### src/rtl/timer_pkg.sv
package timer_pkg;
  typedef enum logic [1:0] {
    TM_CTC      = 2'd0,
    TM_PWM_FULL = 2'd1,
    TM_PWM_CMP  = 2'd2,
    TM_PWM_ALT  = 2'd3
  } tmode_e;

  function automatic logic is_pwm(input tmode_e m);
    return m != TM_CTC;
  endfunction
endpackage

### src/rtl/tmr_prescale.sv
module tmr_prescale #(
  parameter int PRE_W = 10
) (
  input  logic       clk,
  input  logic       rst,
  input  logic [2:0] clk_sel,
  output logic       tick
);
  logic [PRE_W-1:0] cnt_q;
  logic [2:0]       sel_prev;
  logic [PRE_W-1:0] lim;
  logic             en;
  logic             chg;

  always_comb begin
    en  = 1'b1;
    lim = '0;
    case (clk_sel)
      3'd1:    lim = PRE_W'(0);
      3'd2:    lim = PRE_W'(7);
      3'd3:    lim = PRE_W'(63);
      3'd4:    lim = PRE_W'(255);
      3'd5:    lim = PRE_W'(1023);
      default: en  = 1'b0;
    endcase
  end

  assign chg  = clk_sel != sel_prev;
  assign tick = en && !chg && (cnt_q == lim);

  always_ff @(posedge clk) begin
    sel_prev <= clk_sel;
    if (rst || chg || !en || cnt_q == lim) cnt_q <= '0;
    else                                   cnt_q <= cnt_q + PRE_W'(1);
  end


  no_double_tick_chk: assert property (@(posedge clk) disable iff (rst)
    (tick && clk_sel != 3'd1) |=> !tick);
endmodule

### src/rtl/tmr_core.sv
module tmr_core
  import timer_pkg::*;
#(
  parameter int W = 8
) (
  input  logic         clk,
  input  logic         rst,
  input  logic         tick,
  input  tmode_e       mode,
  input  logic         cmp_wr,
  input  logic [W-1:0] cmp_wdata,
  input  logic         clr_cmp,
  input  logic         clr_ovf,
  output logic [W-1:0] count_q,
  output logic         match_ev,
  output logic         wrap_ev,
  output logic         cmp_flag_q,
  output logic         ovf_flag_q
);
  localparam logic [W-1:0] MAXV = {W{1'b1}};

  logic [W-1:0] cmp_buf, cmp_act, top;
  logic         ctc;

  assign ctc      = (mode == TM_CTC);
  assign top      = (mode == TM_PWM_CMP) ? cmp_act : MAXV;
  assign match_ev = tick && (count_q == cmp_act);
  assign wrap_ev  = tick && (count_q == top);

  always_ff @(posedge clk) begin
    if (rst) begin
      count_q    <= '0;
      cmp_buf    <= '0;
      cmp_act    <= '0;
      cmp_flag_q <= 1'b0;
      ovf_flag_q <= 1'b0;
    end else begin
      if (tick) begin
        if (wrap_ev || (ctc && match_ev)) count_q <= '0;
        else                              count_q <= count_q + W'(1);
      end
      if (cmp_wr) cmp_buf <= cmp_wdata;
      if (ctc) begin
        if (cmp_wr) cmp_act <= cmp_wdata;
      end else if (wrap_ev || (count_q == '0 && !tick)) begin
        cmp_act <= cmp_buf;
      end
      cmp_flag_q <= match_ev || (cmp_flag_q && !clr_cmp);
      ovf_flag_q <= wrap_ev  || (ovf_flag_q && !clr_ovf);
    end
  end


  hold_between_ticks_chk: assert property (@(posedge clk) disable iff (rst)
    !tick |=> $stable(count_q));

  ctc_restart_chk: assert property (@(posedge clk) disable iff (rst)
    (tick && ctc && count_q == cmp_act) |=> (count_q == '0));

  ovf_at_max_chk: assert property (@(posedge clk) disable iff (rst)
    (tick && count_q == MAXV && mode != TM_PWM_CMP) |=> ovf_flag_q);

  flag_clear_chk: assert property (@(posedge clk) disable iff (rst)
    (clr_cmp && !tick) |=> !cmp_flag_q);
endmodule

### src/rtl/tmr_wave.sv
module tmr_wave
  import timer_pkg::*;
(
  input  logic       clk,
  input  logic       rst,
  input  tmode_e     mode,
  input  logic [1:0] out_mode,
  input  logic       match_ev,
  input  logic       wrap_ev,
  output logic       wave_q
);
  always_ff @(posedge clk) begin
    if (rst) begin
      wave_q <= 1'b0;
    end else if (!is_pwm(mode)) begin
      if (match_ev) begin
        case (out_mode)
          2'd1:    wave_q <= !wave_q;
          2'd2:    wave_q <= 1'b0;
          2'd3:    wave_q <= 1'b1;
          default: wave_q <= wave_q;
        endcase
      end
    end else if (out_mode[1]) begin
      if (wrap_ev)       wave_q <= !out_mode[0];
      else if (match_ev) wave_q <= out_mode[0];
    end
  end


  pwm_restart_set_chk: assert property (@(posedge clk) disable iff (rst)
    (is_pwm(mode) && out_mode == 2'd2 && wrap_ev) |=> wave_q);

  ctc_toggle_chk: assert property (@(posedge clk) disable iff (rst)
    (!is_pwm(mode) && out_mode == 2'd1 && match_ev) |=> (wave_q != $past(wave_q)));
endmodule

### src/rtl/pwm_timer8.sv
module pwm_timer8
  import timer_pkg::*;
#(
  parameter int CNT_W = 8,
  parameter int PRE_W = 10
) (
  input  logic             clk,
  input  logic             rst,
  input  logic [1:0]       mode_sel,
  input  logic [1:0]       wave_mode,
  input  logic [2:0]       clk_sel,
  input  logic             cmp_wr,
  input  logic [CNT_W-1:0] cmp_wdata,
  input  logic             pin_dir,
  input  logic             clr_cmp_flag,
  input  logic             clr_ovf_flag,
  output logic [CNT_W-1:0] count,
  output logic             wave_pin,
  output logic             wave_oe,
  output logic             cmp_flag,
  output logic             ovf_flag
);
  tmode_e mode;
  logic   tick, match_ev, wrap_ev, wave_q, connected;

  assign mode = tmode_e'(mode_sel);

  tmr_prescale #(.PRE_W(PRE_W)) u_pre (
    .clk(clk), .rst(rst), .clk_sel(clk_sel), .tick(tick)
  );

  tmr_core #(.W(CNT_W)) u_core (
    .clk(clk), .rst(rst), .tick(tick), .mode(mode),
    .cmp_wr(cmp_wr), .cmp_wdata(cmp_wdata),
    .clr_cmp(clr_cmp_flag), .clr_ovf(clr_ovf_flag),
    .count_q(count), .match_ev(match_ev), .wrap_ev(wrap_ev),
    .cmp_flag_q(cmp_flag), .ovf_flag_q(ovf_flag)
  );

  tmr_wave u_wave (
    .clk(clk), .rst(rst), .mode(mode), .out_mode(wave_mode),
    .match_ev(match_ev), .wrap_ev(wrap_ev), .wave_q(wave_q)
  );

  assign connected = is_pwm(mode) ? wave_mode[1] : (wave_mode != 2'd0);
  assign wave_oe   = pin_dir && connected;
  assign wave_pin  = wave_q && wave_oe;


  pin_gate_chk: assert property (@(posedge clk) disable iff (rst)
    !pin_dir |-> !wave_pin);
endmodule

### config.mk
export PLATFORM = sky130hd
export DESIGN_NAME = pwm_timer8
export DESIGN_NICKNAME = d
export VERILOG_FILES = /design/src/rtl/timer_pkg.sv /design/src/rtl/tmr_prescale.sv /design/src/rtl/tmr_core.sv /design/src/rtl/tmr_wave.sv /design/src/rtl/pwm_timer8.sv
export SDC_FILE = /design/constraint.sdc
export NUM_CORES = 1
export LEC_CHECK = 0
export CORE_ASPECT_RATIO = 1.4
export CORE_MARGIN = 3
export CORE_UTILIZATION = 45
export DETAILED_ROUTE_END_ITERATION = 8
export PLACE_DENSITY_LB_ADDON = 0.2
export SETUP_SLACK_MARGIN = 0.2
export SLEW_MARGIN = 20
export SYNTH_ARGS = -nofsm -noshare
export SYNTH_HDL_FRONTEND = slang
export SYNTH_SLANG_ARGS = --single-unit
### constraint.sdc
create_clock -name clk -period 1.82 [get_ports clk]
set_input_delay 0.364 -clock clk [delete_from_list [all_inputs] [get_ports clk]]
set_output_delay 0.364 -clock clk [all_outputs]
set_load 0.02 [all_outputs]
==> results of run 1 <==
per-layer routing:
layer	vias up	track usage, %	routed length (um)
li1	1052	-	-
met1	983	21.4	2020
met2	34	39.1	2950
met3	13	4.26	138
met4	0	10.0	191
met5	-	0	0
cell families after synthesis:
kind of cell | share of synthesized area (%)
adder cells (fa/ha/maj) | 1.76
XOR/XNOR | 6.58
AO/OA/AOI/OAI | 18.5
multiplexers | 4.23
flip-flops | 37.6
buffers and inverters | 4.64
AND/OR/NAND/NOR | 26.7
flip-flops by register name (all words and copies together) (netlist names):
signal,flops
u_pre.cnt_q,10
u_core.cmp_act,8
u_core.cmp_buf,8
u_core.count_q,8
u_pre.sel_prev,3
u_core.cmp_flag_q,1
u_core.ovf_flag_q,1
u_wave.wave_q,1
path summary, 6_finish.rpt:
path | startpoint | end | slack (ns)
hold / removal | clk_sel[2] | u_pre.sel_prev[2] | 0.27
setup reg to reg | u_pre.cnt_q[3] | u_core.cmp_act[6] | -0.09
hold reg to reg | u_core.cmp_flag_q | u_core.cmp_flag_q | 0.48
setup / recovery | u_pre.cnt_q[3] | u_core.cmp_act[6] | -0.09
critical path, delay by kind of cell (launching register included):
kind | cells | cell delay, ns
flip-flops | 1 | 0.38
AO/OA/AOI/OAI | 4 | 1.16
buffers and inverters | 2 | 0.20
AND/OR/NAND/NOR | 1 | 0.06
what timing repair did:
item                                    4_1_cts  5_1_grt
pin swaps                                    16        8
endpoints found under the setup margin       39       32
gates resized for setup                      54       21
setup buffers                                 6        1
power by group through the flow:
stage	combinational [uW]	sequential, uW	clock (uW)
final	311	927	636
after global routing	342	931	688
after CTS	301	928	657
after detailed placement	284	949	0
after global placement	277	949	0
after floorplan	163	946	0
area by class of cell:
class / instances / area (um2) / area share [%]
Multi-Input combinational cell: 182 / 1400 / 44.8
Sequential cell: 40 / 822 / 26.4
Timing Repair Buffer: 78 / 648 / 20.8
Clock buffer: 6 / 82.6 / 2.65
Tap cell: 62 / 77.6 / 2.49
Inverter: 19 / 71.3 / 2.29
Clock inverter: 2 / 15.0 / 0.483
stage by stage:
| stage | worst slack (ns) | cells | power [uW] |
|---|---|---|---|
| 2_1_floorplan | -0.0242 | 248 | 1110 |
| 3_3_place_gp | -0.736 | 374 | 1230 |
| 3_5_place_dp | -0.823 | 374 | 1230 |
| 4_1_cts | -0.141 | 388 | 1890 |
| 5_1_grt | -0.157 | 389 | 1960 |
| 6_report | -0.0856 | 389 | 1870 |
cells in the final DEF (no fill, tap or decap), types with 2 or more instances in the layout:
master and count:
a21oi_1 8, a21oi_2 3, a311oi_1 8, and3_4 2
buf_2 2, buf_4 44, buf_6 3, clkbuf_2 2
clkbuf_8 6, clkdlybuf4s15_2 2, clkdlybuf4s50_1 12, clkinvlp_4 2
dfxtp_1 25, dfxtp_2 14, dlygate4sd2_1 11, dlymetal6s2s_1 2
ha_1 3, inv_1 18, mux2i_1 8, nand2_1 9
nand2_2 2, nand2b_1 6, nand3_1 8, nand3b_1 2
nand4_1 5, nand4bb_1 2, nor2_1 38, nor2_2 2
nor2b_1 2, nor3_1 3, nor3_4 3, o2111a_2 2
o2111ai_1 2, o21ai_0 2, o22a_1 8, o31ai_1 3
or3_1 3, or3_4 2, xnor2_1 11, xor2_1 5
==> metrics.md, run 1 <==
| Metric | Value |
|---|---|
| Fillers | 375 |
| Clock share of power | 33.9% |
| Post-synth cell types | 50 |
| Post-synth EDFFs | 0 |
| Initial antenna violation count | 0 |
| Post-route cell area | 3110 um2 |
| RSZ-0062 raised after global routing | yes |
| Layout cells sized above 1 | 34.3% |
| Comb power frac | 16.6% |
| Num Clock Sinks | 40 |
| Final hold slack | 0.274 ns |
| Psw | 502 uW |
| Setup CP Type | flop to flop |
| Mean Syn Cell Area | 8.59 um2 |
| Total Wirelength | 5290 um |
| Seq/Total Area, Yosys | 37.6% |
| TritonCTS clock tree | done |
| Max-slew violations | 0 |
| Async SR Flop Fraction | 0% |
| Die height | 87.4 um |
| Fmax | 525 MHz |
| Nets | 350 |
| Status | finished, violations left |
| I/O Pins | 33 |
| Worst reg2reg path depth | 7 |
| Die area | 5610 um2 |
| # port buffers | 32 |
| Chip width | 64.1 um |
| Gr usage total | 20.7% |
| Syn nets | 272 |
| DRT antenna net count | 0 |
| CP Cell Sequence | inv_2, a311oi_4, o2111a_2, o2111a_2, nor4_4, buf_6, o22a_1 |
| H-Tree Depth | 2 |
| Drt drc | 0 |
| Top cell by count, worst path | o2111a_2 |
| Wire length of the first global-routing pass | 9110 um |
| Placed Area | 2850 um2 |
| Vias in the first global route | 2063 |
| # rows | 29 |
| Crit end category | flop |
| CP max FO | 8 |
| Fin crit period | 1.91 ns |
| Starting DRT DRC Count | 96 |
| Hold Buf Count CTS | 0 |
| Largest net degree at the start of global routing | 23 |
| Cells after Synth | 248 |
| GRT overflow | 0 |
| Root buf cell | clkbuf_8 |
| Synth cell count leaders | nor2_1, dfxtp_1, inv_1 |
| Max Buffers Root-to-Sink | 2 |
| Leak | 0.00130 uW |
| Worst hold path class | primary input to flop |
| Worst Path Required | 2.02 ns |
| Least-Margin Pin Slew | 0.423 ns |
| Leading cell types by total area after synthesis | dfxtp_1, nor2_1, xnor2_1 |
| P per Cell Area | 602 nW/um2 |
| HPWL after DPL | 4050 um |
| Clock skew | 0.00321 ns |
| Tcrit/Tclk final | 105% |
| Critical Path Max Stage Delay | 0.38 ns |
| Setup Viol. Count Final | 14 |
| Final hold viol count | 0 |
| Critical Path AT | 2.10 ns |
| Startpoint types | flop |
| Fin Setup TNS | -0.804 ns |
| Initial core utilization | 47.0% |
| Count leader, synth | nor2_1 |
| Gpl congestion | 0.853 |
| Post-synth top area share | 37.6% |
| Failing checks | negative setup slack |
| Headroom to the max-slew limit | 71.8% |
| Flops & latches, synth | 40 |
| CTS buffer count | 5 |
| Area Overhead vs Synth | 46.1% |
| Worst hold path depth | 1 |
| Via density | 5.35 |
| Ys Warns | 0 |
| P_int | 1370 uW |
| Seq pwr share | 49.4% |
| Initial DRT Pass Iterations | 4 |
| CP max-delay cell | dfxtp_4 |
| CTS clock-pin slew for the worst setup and hold paths | 0.08 ns |
| Synthesized area | 2130 um2 |
| Sw frac | 26.8% |
| Yosys top cell by area | dfxtp_1 |
| ANT cells | 0 |
| Routed vias | 2082 |
| Worst skew pair latency | 0.30 ns |
| Max_cap viols | 0 |
| Fin util | 68.6% |
| Main synth FF type | dfxtp_1 |
| Core area | 4540 um2 |
| Worst vdd ir | 0.000529 V |
| Min setup slack post-route | -0.0856 ns |
| Routed len/inst | 13.6 um |
No activity file was read; power rests on OpenSTA's default activity.
==> run 2, diff against run 1 <==
- CORE_UTILIZATION: 45 -> 40
- SYNTH_HIERARCHICAL: not set -> 1
==> run 2 against run 1 <==
The run still ends with negative setup slack left. Utilization is 5.2 points lower. Register-to-register slack worse by 0.90 ns. Count of clock-buffer cells in the layout is 1 lower. Critical endpoint is now u_core/cmp_act[2]. Sequential power is 0.6% lower. Highest routed layer unchanged.
==> metrics.md, run 2 <==
| Metric | Value |
|---|---|
| R2R Setup Slk | -0.99 ns (was -0.09 ns) |
| Flops & latches, synth | 40 (unchanged) |
| Initial antenna violation count | 0 (unchanged) |
| Placed insts | 393 (was 374) |
| Seq/Total Area, Yosys | 35.1% (was 37.6%) |
| Failing checks | negative setup slack (unchanged) |
| HPWL after DPL | 4410 um (was 4050 um) |
| Fin Setup TNS | -15.75 ns (was -0.804 ns) |
| # rows | 31 (was 29) |
| Synthesized area | 2280 um2 (was 2130 um2) |
| Root buf cell | clkbuf_8 (unchanged) |
| Count leader, synth | dfxtp_1 (was nor2_1) |
| Wire length of the first global-routing pass | 9560 um (was 9110 um) |
| Least-Margin Pin Slew | 0.552 ns (was 0.423 ns) |
| Startpoint types | flop (unchanged) |
| Worst skew pair latency | 0.29 ns (was 0.30 ns) |
| Met2 WL | 3280 um (was 2950 um) |
| Biggest register | u_pre/cnt_q (was u_pre.cnt_q) |
| Num Clock Sinks | 40 (unchanged) |
| Routed len/inst | 14.3 um (was 13.6 um) |
| Hold path start | clk_sel[1] (was clk_sel[2]) |
| Starting DRT DRC Count | 59 (was 96) |
| Worst Path Required | 2.05 ns (was 2.02 ns) |
| Post-route cell area | 3400 um2 (was 3110 um2) |
| Core area | 5350 um2 (was 4540 um2) |
| Crit end category | flop (unchanged) |
| CTS clock-pin slew for the worst setup and hold paths | 0.08 ns (about the same) |
| CP max FO | 4 (was 8) |
| Clock skew | 0.00343 ns (was 0.00321 ns) |
| Syn nets | 277 (was 272) |
| Post-synth cell types | 54 (was 50) |
| Fin crit period | 2.81 ns (was 1.91 ns) |
| Vias in the first global route | 2173 (was 2063) |
| Total Wirelength | 5840 um (was 5290 um) |
| Metal3 WL | 126 um (was 138 um) |
| Worst hold path class | primary input to flop (unchanged) |
| Async SR Flop Fraction | 0% (unchanged) |
| M1 wire length | 2270 um (was 2020 um) |
| Most frequent cells in the layout | buf_4, dfxtp_1, nor2_1 (was buf_4, nor2_1, dfxtp_1) |
| Worst vdd ir | 0.000421 V (was 0.000529 V) |
| CTS buffer count | 5 (unchanged) |
| Non-filler cells, final | 408 (was 389) |
| ANT cells | 0 (unchanged) |
| P per Cell Area | 591 nW/um2 (was 602 nW/um2) |
| Max reg flops | 10 (unchanged) |
| Leading cell types by total area after synthesis | dfxtp_1, nor2_1, mux2i_1 (was dfxtp_1, nor2_1, xnor2_1) |
| Synth cell count leaders | dfxtp_1, nor2_1, nand2_1 (was nor2_1, dfxtp_1, inv_1) |
| Initial DRT Pass Iterations | 4 (unchanged) |
| GRT overflow | 0 (unchanged) |
| Via density | 5.37 (was 5.35) |
| Status | finished, violations left (unchanged) |
| Nets | 366 (was 350) |
| Max Buffers Root-to-Sink | 2 (unchanged) |
| Setup Viol. Count Final | 19 (was 14) |
| DRT antenna net count | 0 (unchanged) |
| Largest net degree at the start of global routing | 19 (was 23) |
| # port buffers | 32 (unchanged) |
| Yosys top cell by area | dfxtp_1 (unchanged) |
| Routed vias | 2189 (was 2082) |
| Gpl congestion | 0.894 (was 0.853) |
| H-Tree Depth | 2 (unchanged) |
| Max Used Layer | met4 (unchanged) |
| RSZ-0062 raised after global routing | yes (unchanged) |
| Final hold viol count | 0 (unchanged) |
| I/O Pins | 33 (unchanged) |
| Overall power | 2010 uW (was 1870 uW) |
| RR Startpoint | u_pre/cnt_q[1] (was u_pre.cnt_q[3]) |
| Max-slew violations | 0 (unchanged) |
| Die area | 6660 um2 (was 5610 um2) |
| Hold Buf Count CTS | 0 (unchanged) |
| Commonest non-fill, non-tap cell in the layout | buf_4 (unchanged) |
| Chip width | 69.9 um (was 64.1 um) |
| Die height | 95.4 um (was 87.4 um) |
| Setup CP Type | flop to flop (unchanged) |
| Gr usage total | 17.8% (was 20.7%) |
| Worst Hold End | u_pre/sel_prev[1] (was u_pre.sel_prev[2]) |
| Tcrit/Tclk final | 154% (was 105%) |
| Max_cap viols | 0 (unchanged) |
| Area Overhead vs Synth | 48.7% (was 46.1%) |
| Worst reg2reg path depth | 11 (was 7) |
| Min setup slack post-route | -0.989 ns (was -0.0856 ns) |
| Main synth FF type | dfxtp_1 (unchanged) |
| Final hold slack | 0.269 ns (was 0.274 ns) |
| Leak | 0.00134 uW (was 0.00130 uW) |
| Cells after Synth | 252 (was 248) |
| Fmax | 356 MHz (was 525 MHz) |
| Mean Syn Cell Area | 9.06 um2 (was 8.59 um2) |
| Fillers | 467 (was 375) |
| Ys Warns | 6 (was 0) |
| Headroom to the max-slew limit | 63.2% (was 71.8%) |
| Initial core utilization | 42.7% (was 47.0%) |
| TritonCTS clock tree | done (unchanged) |
| FF-to-FF End | u_core/cmp_act[2] (was u_core.cmp_act[6]) |
| Critical Path AT | 3.04 ns (was 2.10 ns) |
| Drt drc | 0 (unchanged) |
| Post-synth EDFFs | 0 (unchanged) |
| Layout cells sized above 1 | 36.0% (was 34.3%) |
| Worst hold path depth | 1 (unchanged) |
| Placed Area | 3060 um2 (was 2850 um2) |
| Post-synth top area share | 35.1% (was 37.6%) |
-- run 2: how the worst max path moves through the flow --
stage / startpoint / end / slack (ns)
2_1_floorplan: u_pre/cnt_q[1] / u_wave/wave_q / -1.08
5_1_grt: u_pre/cnt_q[1] / u_wave/wave_q / -1.18
6_report: u_pre/cnt_q[1] / u_core/cmp_act[2] / -0.99
4_1_cts: u_pre/cnt_q[1] / u_wave/wave_q / -1.03
3_3_place_gp: clk_sel[1] / u_wave/wave_q / -1.47
3_5_place_dp: clk_sel[1] / u_wave/wave_q / -1.50
-- run 2: cell families after synthesis --
family | synth area share [%]
compound gates | 22.4
xor+xnor | 6.52
fa+ha+maj | 2.19
buf+inv | 5.15
flops | 35.1
mux | 3.95
simple gates | 24.7
-- run 2: final cells by class --
class	instances	area, um2	area share (%)
flip-flops and latches	40	810	23.8
well taps	66	82.6	2.43
clock inverters	3	42.5	1.25
inverters	11	41.3	1.22
multi-input cells	192	1580	46.5
repair buffers	91	772	22.7
clock buffers	5	68.8	2.03
-- run 2: stage by stage --
stage	utilization (%)	setup slack, ns
after floorplan	-	-1.08
after global placement	57.1	-1.47
after detailed placement	57.1	-1.50
after CTS	61.2	-1.03
after global routing	63.4	-1.18
final	63.4	-0.989
-- run 2: metal layers --
metal	GRT usage (%)	up-vias
li1	-	1102
met1	18.5	1039
met2	34.7	33
met3	3.16	15
met4	7.51	0
met5	0	-
-- run 2: report_power, final --
group | leakage [uW] | total (uW) | internal, uW | switching, uW
registers | 0.000328 | 921 | 904 | 17.3
clock network | 0.0000541 | 712 | 405 | 306
logic | 0.000963 | 372 | 192 | 180
total | 0.00134 | 2010 | 1500 | 504
-- run 2: critical path: stages (launching register included) --
cell       delay, ns
dfxtp_2         0.32
or3_4           0.38
or3_4           0.35
a221oi_4        0.28
o211a_1         0.24
o2111ai_4       0.13
buf_6           0.16
nor3_4          0.15
o221ai_2        0.18
buf_4           0.18
a221o_1         0.31
o21ai_1         0.07
-- run 2: what timing repair did --
| item | 4_1_cts | 5_1_grt |
|---|---|---|
| pin swaps | 11 | 12 |
| endpoints found under the setup margin | 39 | 31 |
| gates cloned | 0 | 2 |
| buffers inserted | 2 | 3 |
| gates resized for setup | 56 | 20 |
